[config.mk]
export PLATFORM = sky130hd
export DESIGN_NAME = ilim_select_top
export DESIGN_NICKNAME = d
export VERILOG_FILES = /design/src/rtl/ilim_pkg.sv /design/src/rtl/ilim_band_decode.sv /design/src/rtl/ilim_thresh_sel.sv /design/src/rtl/ilim_alert_gen.sv /design/src/rtl/ilim_select_top.sv
export SDC_FILE = /design/constraint.sdc
export NUM_CORES = 1
export LEC_CHECK = 0
export ABC_AREA = 1
export ABC_CLOCK_PERIOD_IN_PS = 6100
export BUFFER_PORTS_ARGS = -buffer_cell sky130_fd_sc_hd__buf_2
export CORE_ASPECT_RATIO = 0.7
export CORE_UTILIZATION = 35
export DETAILED_ROUTE_END_ITERATION = 8
export PLACE_DENSITY = 0.55
export SLEW_MARGIN = 20
export SYNTH_ARGS = -nofsm -noshare
export SYNTH_HDL_FRONTEND = slang
export SYNTH_SLANG_ARGS = --single-unit
export TNS_END_PERCENT = 100
[constraint.sdc]
create_clock -name clk -period 6.1 [get_ports clk]
set_input_delay 0.915 -clock clk [delete_from_list [all_inputs] [get_ports clk]]
set_output_delay 0.915 -clock clk [all_outputs]
set_load 0.05 [all_outputs]
[src/rtl/ilim_pkg.sv]
// Shared types for the current-limit threshold selector.
// Assumes nothing beyond a single clock domain.
package ilim_pkg;

    // Which ceiling applies to the limit reference.
    typedef enum logic [1:0] {
        BAND_LOW  = 2'd0,
        BAND_MID  = 2'd1,
        BAND_FULL = 2'd2
    } band_e;

endpackage

[src/rtl/ilim_band_decode.sv]
// Maps the soft-start status and the output-voltage comparator flags to
// the ceiling band. Assumes the flags are already synchronous to clk.
// The 80% flag dominates the 40% flag, and completed soft-start dominates both.
module ilim_band_decode
    import ilim_pkg::*;
(
    input  logic  ss_done_i,
    input  logic  out_gt40_i,
    input  logic  out_gt80_i,
    output band_e band_o
);

    // Priority decode of the band.
    always_comb begin
        if (ss_done_i || out_gt80_i) begin
            band_o = BAND_FULL;
        end else if (out_gt40_i) begin
            band_o = BAND_MID;
        end else begin
            band_o = BAND_LOW;
        end
    end

endmodule

[src/rtl/ilim_thresh_sel.sv]
// Chooses the smaller of the reference and the band ceiling, then registers
// that threshold together with the limiting comparison.
// Assumes the clamp parameters fit in WIDTH bits.
module ilim_thresh_sel
    import ilim_pkg::*;
#(
    parameter int WIDTH     = 12,
    parameter int CLAMP_LO  = 152,
    parameter int CLAMP_HI  = 504,
    parameter int CLAMP_MAX = 1600
) (
    input  logic             clk,
    input  logic             rst_n,
    input  band_e            band_i,
    input  logic [WIDTH-1:0] sense_i,
    input  logic [WIDTH-1:0] ref_i,
    output logic [WIDTH-1:0] thresh_o,
    output logic             limiting_o
);

    localparam logic [WIDTH-1:0] LO_C  = WIDTH'(CLAMP_LO);
    localparam logic [WIDTH-1:0] HI_C  = WIDTH'(CLAMP_HI);
    localparam logic [WIDTH-1:0] MAX_C = WIDTH'(CLAMP_MAX);

    logic [WIDTH-1:0] ceiling;
    logic [WIDTH-1:0] thresh_d;

    // Ceiling for the current band.
    always_comb begin
        unique case (band_i)
            BAND_LOW: ceiling = LO_C;
            BAND_MID: ceiling = HI_C;
            default:  ceiling = MAX_C;
        endcase
    end

    // Threshold is the lower of the reference and the ceiling.
    always_comb begin
        thresh_d = (ref_i < ceiling) ? ref_i : ceiling;
    end

    // Register the threshold and the limiting comparison every cycle.
    always_ff @(posedge clk) begin
        if (!rst_n) begin
            thresh_o   <= '0;
            limiting_o <= 1'b0;
        end else begin
            thresh_o   <= thresh_d;
            limiting_o <= (sense_i > thresh_d);
        end
    end

    // The threshold never exceeds the reference it was derived from.
    assert_thresh_le_ref_R5: assert property (@(posedge clk) disable iff (!rst_n)
        thresh_o <= $past(ref_i));

    // Lowest band never yields more than the low clamp.
    assert_low_band_cap_R2: assert property (@(posedge clk) disable iff (!rst_n)
        (band_i == BAND_LOW) |=> (thresh_o <= LO_C));

    // Middle band never yields more than the high clamp.
    assert_mid_band_cap_R3: assert property (@(posedge clk) disable iff (!rst_n)
        (band_i == BAND_MID) |=> (thresh_o <= HI_C));

    // A limiting flag implies the sampled sense was above the registered threshold.
    assert_limiting_consistent_R6: assert property (@(posedge clk) disable iff (!rst_n)
        limiting_o |-> ($past(sense_i) > thresh_o));

endmodule

[src/rtl/ilim_alert_gen.sv]
// Overcurrent alert: trips when sense exceeds floor(ref*TRIP_NUM/2^TRIP_SHIFT).
// It is held off during soft-start and released after REL_CYCLES consecutive
// samples at or below the trip point. The compare is done as
// sense*2^SHIFT > ref*NUM, so no divider and no discarded bits are needed.
// Assumes TRIP_NUM < 2^TRIP_SHIFT and REL_CYCLES >= 1.
module ilim_alert_gen #(
    parameter int WIDTH      = 12,
    parameter int TRIP_NUM   = 220,
    parameter int TRIP_SHIFT = 8,
    parameter int REL_CYCLES = 300000
) (
    input  logic             clk,
    input  logic             rst_n,
    input  logic             ss_done_i,
    input  logic [WIDTH-1:0] sense_i,
    input  logic [WIDTH-1:0] ref_i,
    output logic             alert_n_o
);

    localparam int PW = WIDTH + TRIP_SHIFT;
    localparam int CW = $clog2(REL_CYCLES + 1);
    localparam logic [CW-1:0] REL_LAST = CW'(REL_CYCLES - 1);

    logic [PW-1:0] ref_scaled;
    logic [PW-1:0] sense_scaled;
    logic          above_trip;
    logic [CW-1:0] rel_cnt;

    // Scale both operands to the same fixed-point grid and compare.
    always_comb begin
        ref_scaled   = PW'(ref_i) * PW'(TRIP_NUM);
        sense_scaled = {sense_i, {TRIP_SHIFT{1'b0}}};
        above_trip   = (sense_scaled > ref_scaled);
    end

    // Alert state and release debounce counter.
    always_ff @(posedge clk) begin
        if (!rst_n) begin
            alert_n_o <= 1'b1;
            rel_cnt   <= '0;
        end else if (!ss_done_i) begin
            alert_n_o <= 1'b1;
            rel_cnt   <= '0;
        end else if (above_trip) begin
            alert_n_o <= 1'b0;
            rel_cnt   <= '0;
        end else if (!alert_n_o) begin
            if (rel_cnt == REL_LAST) begin
                alert_n_o <= 1'b1;
                rel_cnt   <= '0;
            end else begin
                rel_cnt <= rel_cnt + 1'b1;
            end
        end else begin
            rel_cnt <= '0;
        end
    end

    // During soft-start the alert is always released on the next edge.
    assert_quiet_in_softstart_R8: assert property (@(posedge clk) disable iff (!rst_n)
        !ss_done_i |=> alert_n_o);

    // The alert only falls after an above-trip sample in normal operation.
    assert_fall_cause_R7: assert property (@(posedge clk) disable iff (!rst_n)
        $fell(alert_n_o) |-> ($past(above_trip) && $past(ss_done_i)));

    // Release in normal operation only at the end of a full debounce run.
    assert_release_timing_R9: assert property (@(posedge clk) disable iff (!rst_n)
        ($rose(alert_n_o) && $past(ss_done_i)) |-> ($past(rel_cnt) == REL_LAST));

    // The debounce counter stays inside its window.
    assert_cnt_range_R9: assert property (@(posedge clk) disable iff (!rst_n)
        rel_cnt <= REL_LAST);

endmodule

[src/rtl/ilim_select_top.sv]
// Top of the current-limit threshold selector: band decode, threshold
// register with limiting flag, and debounced overcurrent alert.
// Assumes all inputs are synchronous to clk; codes are 1 mV per LSB.
module ilim_select_top
    import ilim_pkg::*;
#(
    parameter int WIDTH      = 12,
    parameter int CLAMP_LO   = 152,
    parameter int CLAMP_HI   = 504,
    parameter int CLAMP_MAX  = 1600,
    parameter int TRIP_NUM   = 220,
    parameter int TRIP_SHIFT = 8,
    parameter int REL_CYCLES = 300000
) (
    input  logic             clk,
    input  logic             rst_n,
    input  logic [WIDTH-1:0] sense_i,
    input  logic [WIDTH-1:0] ref_i,
    input  logic             out_gt40_i,
    input  logic             out_gt80_i,
    input  logic             ss_done_i,
    output logic [WIDTH-1:0] thresh_o,
    output logic             limiting_o,
    output logic             alert_n_o
);

    band_e band;

    ilim_band_decode u_band (
        .ss_done_i  (ss_done_i),
        .out_gt40_i (out_gt40_i),
        .out_gt80_i (out_gt80_i),
        .band_o     (band)
    );

    ilim_thresh_sel #(
        .WIDTH     (WIDTH),
        .CLAMP_LO  (CLAMP_LO),
        .CLAMP_HI  (CLAMP_HI),
        .CLAMP_MAX (CLAMP_MAX)
    ) u_thresh (
        .clk        (clk),
        .rst_n      (rst_n),
        .band_i     (band),
        .sense_i    (sense_i),
        .ref_i      (ref_i),
        .thresh_o   (thresh_o),
        .limiting_o (limiting_o)
    );

    ilim_alert_gen #(
        .WIDTH      (WIDTH),
        .TRIP_NUM   (TRIP_NUM),
        .TRIP_SHIFT (TRIP_SHIFT),
        .REL_CYCLES (REL_CYCLES)
    ) u_alert (
        .clk       (clk),
        .rst_n     (rst_n),
        .ss_done_i (ss_done_i),
        .sense_i   (sense_i),
        .ref_i     (ref_i),
        .alert_n_o (alert_n_o)
    );

    // Reset puts every output in its idle value at the following edge.
    assert_reset_idle_R1: assert property (@(posedge clk)
        !rst_n |=> (thresh_o == '0 && !limiting_o && alert_n_o));

endmodule

-- Word level (Yosys, flattened, before mapping)
Cells that the tools add are included.
- register bits after elaboration: 33
- input port bits: 29
- word-level logic and storage cells: 24
- add/sub/neg operators: 1
- multipliers: 1
- order comparisons: 3
- equality and inequality tests: 2
- muxes and demuxes: 7
- bitwise operators: 2
- reductions and logical operators: 4
- operators with widths (operator ; number):
    case mux 11 bit (2 select lines) ; 1
    greater-than comparator 20 bit ; 1
    adder 19 x 1 -> 19 bit (second input constant) ; 1
    equality test 19 bit (second input constant) ; 1
    multiplier 12 x 6 -> 18 bit (second input constant) ; 1
    greater-than comparator 12 bit ; 1
    < comparator 12 x 11 -> 1 bit ; 1
    2-to-1 mux 12 bit ; 1
    OR reduction 5 bit ; 1
    2-to-1 mux 1 bit ; 4
    equality test 2 x 1 -> 1 bit (second input constant) ; 1
    zero test 2 bit ; 1
    2-to-1 mux 2 bit ; 1
    inverter 1 bit ; 2
    AND reduction 2 bit ; 1
    logical OR 1 bit ; 1

-- Longest topological paths before layout
- word-level depth: 7
- mapped depth: 26
- mapped depth without buffers: 25

-- By module
Synthesis repeated with hierarchy kept, for this count alone.
- cells, all modules: 582
- area total of the unflattened synthesis: 4122.7 sq um
- modules (own cells, without submodules) (module ; times used ; cells an instance ; area an instance (sq um)):
    ilim_alert_gen ; 1 ; 446 ; 3105.5
    ilim_thresh_sel ; 1 ; 131 ; 993.5
    ilim_band_decode ; 1 ; 5 ; 23.8

-- Worst setup path before layout
No wires, ideal clock.
- path kind: input -> register
- start: in ref_i[4]
- end: reg u_alert.rel_cnt[9]
- library setup time: 0.116 ns
- arrival: 4.445 ns
- data required time: 5.984 ns
- path slack: 1.539 ns
- stages: 25
- path through: fa_1 -> fa_1 -> inv_1 -> fa_1 -> inv_1 -> ha_1 -> nand3_1 -> nand3_1 -> nand2_1 -> nand3_1 -> nand2_1 -> nand2_1 -> nand2_1 -> nand2_1 -> ha_1 -> nand2_1 -> inv_1 -> nand2_1 -> nor2_1 -> nand2_1 -> nand3_1 -> nand2_1 -> nand2_4 -> buf_6 -> nor2_1
- word-level cells in the longest chain between the ends: 3
- ends and longest elaborated chain (item ; line ; text):
    from (decl) ; ilim_select_top.sv:18 ; input logic [WIDTH-1:0] ref_i,
    multiplier 12 x 6 -> 18 bit ; ilim_alert_gen.sv:31 ; ref_scaled = PW'(ref_i) * PW'(TRIP_NUM);
    greater-than comparator 20 bit ; ilim_alert_gen.sv:33 ; above_trip = (sense_scaled > ref_scaled);
    OR reduction 5 bit (no source line) ; -- ;
    to (signal assigned) ; ilim_alert_gen.sv:52 ; rel_cnt <= rel_cnt + 1'b1;
    to (decl) ; ilim_alert_gen.sv:27 ; logic [CW-1:0] rel_cnt;
No other way between the ends.
A chain may end at the register's enable or synchronous reset.

-- Final worst setup path
- start: in ref_i[5]
- end: reg u_alert.rel_cnt[3]
The elaborated chain is that of the path after synthesis.

==> report_table.html <==
<table>
<tr><th>Metric</th><th>Value</th></tr>
<tr><th colspan="2">Worst setup path</th></tr>
<tr><td>Data arrival at the endpoint of the critical path</td><td>4940 ps</td></tr>
<tr><td>Critical Path RT</td><td>6270 ps</td></tr>
<tr><td>Category of the most critical setup path</td><td>in -&gt; reg</td></tr>
<tr><td>Capturing element of the worst setup path</td><td>u_alert.rel_cnt[3]</td></tr>
<tr><td>Element type at the critical path start</td><td>input pin</td></tr>
<tr><td>Endpoint of the lowest-slack register-to-register path</td><td>u_alert.rel_cnt[12]</td></tr>
<tr><td>Launching point of the worst reg2reg path</td><td>u_alert.rel_cnt[0]</td></tr>
<tr><td>Endpoint kind of the worst setup timing path</td><td>register</td></tr>
<tr><td>Crit path launch</td><td>ref_i[5]</td></tr>
<tr><td>Largest fanout on the critical path</td><td>19</td></tr>
<tr><td>Depth of the worst register-to-register path</td><td>7</td></tr>
<tr><td>Register-to-register setup slack</td><td>4400 ps</td></tr>
<tr><th colspan="2">Route</th></tr>
<tr><td>Number of violations reported at the end of detailed-routing iteration 0</td><td>200</td></tr>
<tr><td>Final WL</td><td>9.46 mm</td></tr>
<tr><td>Post-route ant nets</td><td>0</td></tr>
<tr><td>Via count normalized by instance count</td><td>4.54</td></tr>
<tr><td>Routed wire per std cell</td><td>12.2 µm</td></tr>
<tr><td>DRC violations left</td><td>0</td></tr>
<tr><td>Via count</td><td>3521</td></tr>
<tr><td>First-pass DRT Iterations</td><td>4</td></tr>
<tr><th colspan="2">Logic synthesis</th></tr>
<tr><td>Most used flip-flop cell after synthesis</td><td>dfxtp_1</td></tr>
<tr><td>Net count after synthesis</td><td>701</td></tr>
<tr><td>Number of enable flip-flop cells after synthesis</td><td>0</td></tr>
<tr><td>Mean post-synth cell area</td><td>7.10 µm²</td></tr>
<tr><td>Top cell type's share of synthesized area</td><td>21.2%</td></tr>
<tr><td>Flip-flop and latch count after synthesis</td><td>33</td></tr>
<tr><td>Most common library cells after synthesis</td><td>139 x nand2_1, 121 x inv_1, 69 x ha_1, 67 x nor2_1, 33 x dfxtp_1</td></tr>
<tr><td>Synth unique cells</td><td>26</td></tr>
<tr><td>Cell area after synthesis</td><td>4080 µm²</td></tr>
<tr><td>Most used standard cell by instance count after synthesis</td><td>nand2_1</td></tr>
<tr><td>Proportion of synthesized flip-flops having asynchronous set or reset</td><td>0%</td></tr>
<tr><td>Seq/Total Area, Yosys</td><td>16.2%</td></tr>
<tr><td>Count of mapped cells out of synthesis</td><td>575</td></tr>
<tr><td>Top area cells in the synthesized netlist</td><td>ha_1 21%, dfxtp_1 16%, fa_1 14%</td></tr>
<tr><td>Synth warn</td><td>0</td></tr>
<tr><td>Cell type with the highest aggregate area in the netlist</td><td>ha_1</td></tr>
<tr><th colspan="2">Floorplan</th></tr>
<tr><td>Die area</td><td>12100 µm²</td></tr>
<tr><td>Initial cell density of the core</td><td>36.5%</td></tr>
<tr><td>Row count</td><td>32</td></tr>
<tr><td>Floorplan Core Area</td><td>11200 µm²</td></tr>
<tr><td>Number of primary I/O pins</td><td>43</td></tr>
<tr><td>Height of the chip</td><td>92.4 µm</td></tr>
<tr><td>Horiz. Die Dim</td><td>131 µm</td></tr>
<tr><th colspan="2">CTS</th></tr>
<tr><td>Post-CTS Repair Setup Buffers</td><td>0</td></tr>
<tr><td>Quantity of gates resized following cts</td><td>0</td></tr>
<tr><td>Insertion delay to the later sink of the worst-skew pair</td><td>280 ps</td></tr>
<tr><td>Maximum number of buffers from clock root to sink</td><td>2</td></tr>
<tr><td>Clock tree root driver cell</td><td>clkbuf_16</td></tr>
<tr><td>Number of levels the H-tree was split into</td><td>2</td></tr>
<tr><td>CTS tree</td><td>done</td></tr>
<tr><td>Clock transition at the registers of the reported paths</td><td>50 ps</td></tr>
<tr><td>Number of buffers inserted for hold repair after clock tree synthesis</td><td>0</td></tr>
<tr><td>Sink Count</td><td>33</td></tr>
<tr><td>CTS buffer count</td><td>5</td></tr>
<tr><th colspan="2">STA</th></tr>
<tr><td>Setup repair after global routing missed its margin</td><td>no</td></tr>
<tr><td>Final setup violation count</td><td>0</td></tr>
<tr><td>Aggregate negative setup slack</td><td>0 ps</td></tr>
<tr><td>Pins over their slew limit</td><td>0</td></tr>
<tr><td>Clock skew after layout</td><td>2.45 ps</td></tr>
<tr><td>Min Clock Period, post-route</td><td>4770 ps</td></tr>
<tr><td>Fraction of the cycle the final worst path needs</td><td>78.3%</td></tr>
<tr><td>Max Fclk</td><td>209 MHz</td></tr>
<tr><td>Final Hold Fails</td><td>0</td></tr>
<tr><th colspan="2">Run</th></tr>
<tr><td>Number of max-capacitance violations reported</td><td>0</td></tr>
<tr><th colspan="2">Worst hold path</th></tr>
<tr><td>Cell depth of the worst min-delay path</td><td>1</td></tr>
<tr><td>Worst hold path class</td><td>reg -&gt; reg</td></tr>
<tr><th colspan="2">Power</th></tr>
<tr><td>Static leakage</td><td>2.46 nW</td></tr>
<tr><td>PnR Total Power</td><td>1.39 mW</td></tr>
<tr><td>Peak supply drop</td><td>123 µV</td></tr>
<tr><td>Power per cell area</td><td>300 nW/µm²</td></tr>
<tr><th colspan="2">Finish</th></tr>
<tr><td>Area overhead of the layout relative to synthesis</td><td>13.7%</td></tr>
<tr><td>Reg area</td><td>661 µm²</td></tr>
<tr><td>Non-filler cells, final</td><td>776</td></tr>
<tr><td>ANT cells</td><td>0</td></tr>
<tr><td>Area of the multi-input gates</td><td>2950 µm²</td></tr>
<tr><td>Fin util</td><td>41.5%</td></tr>
<tr><td>NumNets Final</td><td>748</td></tr>
<tr><td>Count of fill cells added during filler insertion</td><td>1195</td></tr>
<tr><td>Layout cell share with drive strength beyond 1</td><td>10.3%</td></tr>
<tr><th colspan="2">GRT</th></tr>
<tr><td>Pin count of the biggest net entering global routing</td><td>20</td></tr>
<tr><td>First-pass GRT wire length</td><td>16.6 mm</td></tr>
<tr><td>Global-route usage over all layers</td><td>17.5%</td></tr>
<tr><td>Total congestion overflow</td><td>0</td></tr>
<tr><td>Number of global-route vias before repair</td><td>3559</td></tr>
<tr><td>Initial antenna violation count</td><td>0</td></tr>
<tr><th colspan="2">Placement</th></tr>
<tr><td>Number of buffers added on ports</td><td>42</td></tr>
<tr><td>Post-placement cell count</td><td>768</td></tr>
<tr><td>Hpwl dp</td><td>8.35 mm</td></tr>
<tr><td>Last weighted congestion value of the routability-driven placer</td><td>0.884</td></tr>
<tr><th colspan="2">Run status</th></tr>
<tr><td>Outcome</td><td>complete, no violations</td></tr>
</table>
[cell usage in the layout, fill, tap and decap left out, types with 3 or more instances in the layout]
master,Yosys,routed
nand2_1,139,139
inv_1,121,121
ha_1,69,69
nor2_1,67,67
buf_2,0,42
dfxtp_1,33,33
nand3_1,28,28
fa_1,28,28
a21oi_1,22,22
xnor2_1,15,15
nand4_1,14,14
xor2_1,8,8
clkbuf_16,0,5
nor2_2,4,4
nand2_2,4,4
nor3_1,4,4
nand3b_1,3,3
[critical path, cell delays in order]
cell and delay [ps]:
buf_2 210, fa_1 470, fa_1 500, inv_1 60, fa_1 530, inv_1 40
ha_1 340, nand3_1 100, nand3_1 140, nand2_1 90, nand3_1 130, nand2_1 110
nand2_1 50, nand2_1 60, nand2_1 60, ha_1 280, nand2_1 50, inv_1 70
nand2_1 60, nor2_1 170, nand2_1 70, nand3_1 70, nand2_1 100, nand2_4 200
nor2_1 60
[layer usage]
| layer | up-vias | track usage (%) | wire length, µm | share of wire, % |
|---|---|---|---|---|
| met3 | 8 | 2.08 | 441 | 4.7 |
| met4 | 0 | 4.02 | 106 | 1.1 |
| met1 | 1585 | 25.7 | 5030 | 53 |
| met2 | 66 | 27.1 | 3880 | 41 |
| li1 | 1862 | - | - | - |
| met5 | - | 0 | 0 | 0 |
[how the worst min path moves through the flow]
stage	startpoint	to	slack, ps
after floorplan	u_alert.rel_cnt[0]	u_alert.rel_cnt[0]	440
after global placement	u_alert.rel_cnt[0]	u_alert.rel_cnt[0]	460
after detailed placement	u_alert.rel_cnt[0]	u_alert.rel_cnt[0]	480
after CTS	u_alert.rel_cnt[0]	u_alert.rel_cnt[0]	490
after global routing	u_alert.rel_cnt[0]	u_alert.rel_cnt[0]	540
final	u_alert.rel_cnt[0]	u_alert.rel_cnt[0]	490
[flip-flops by register name, summed over array words and instances, names as in the netlist]
signal / cells
u_thresh.thresh_o: 12
u_alert.alert_n_o: 1
u_thresh.limiting_o: 1
u_alert.rel_cnt: 19
[power breakdown]
part	switching, mW	internal, mW	total [mW]
logic	0.537	0.335	0.873
registers	0.00285	0.224	0.226
clock network	0.0913	0.204	0.295
[kinds of logic after synthesis]
family,Yosys count,share of synthesized area [%]
AO/OA/AOI/OAI,26,3.53
XOR/XNOR,23,4.94
adder cells (fa/ha/maj),97,34.9
buffers and inverters,123,11.5
flip-flops,33,16.2
other,2,0.184
AND/OR/NAND/NOR,271,28.8
[per-stage QoR]
step	worst slack [ps]	cell area [µm²]	hold slack, ps
6_report	1330	4640	492
3_5_place_dp	1010	4470	475
2_1_floorplan	1540	4080	441
3_3_place_gp	1100	4470	462
5_1_grt	901	4640	540
4_1_cts	1300	4640	490
[area by class of cell]
| cell class | count | area share [%] |
|---|---|---|
| clock buffers | 7 | 3.07 |
| well taps | 153 | 4.13 |
| clock inverters | 1 | 0.647 |
| multi-input cells | 419 | 63.6 |
| inverters | 121 | 9.79 |
| flip-flops and latches | 33 | 14.2 |
| repair buffers | 42 | 4.53 |
(Power assumes the default switching activity.)
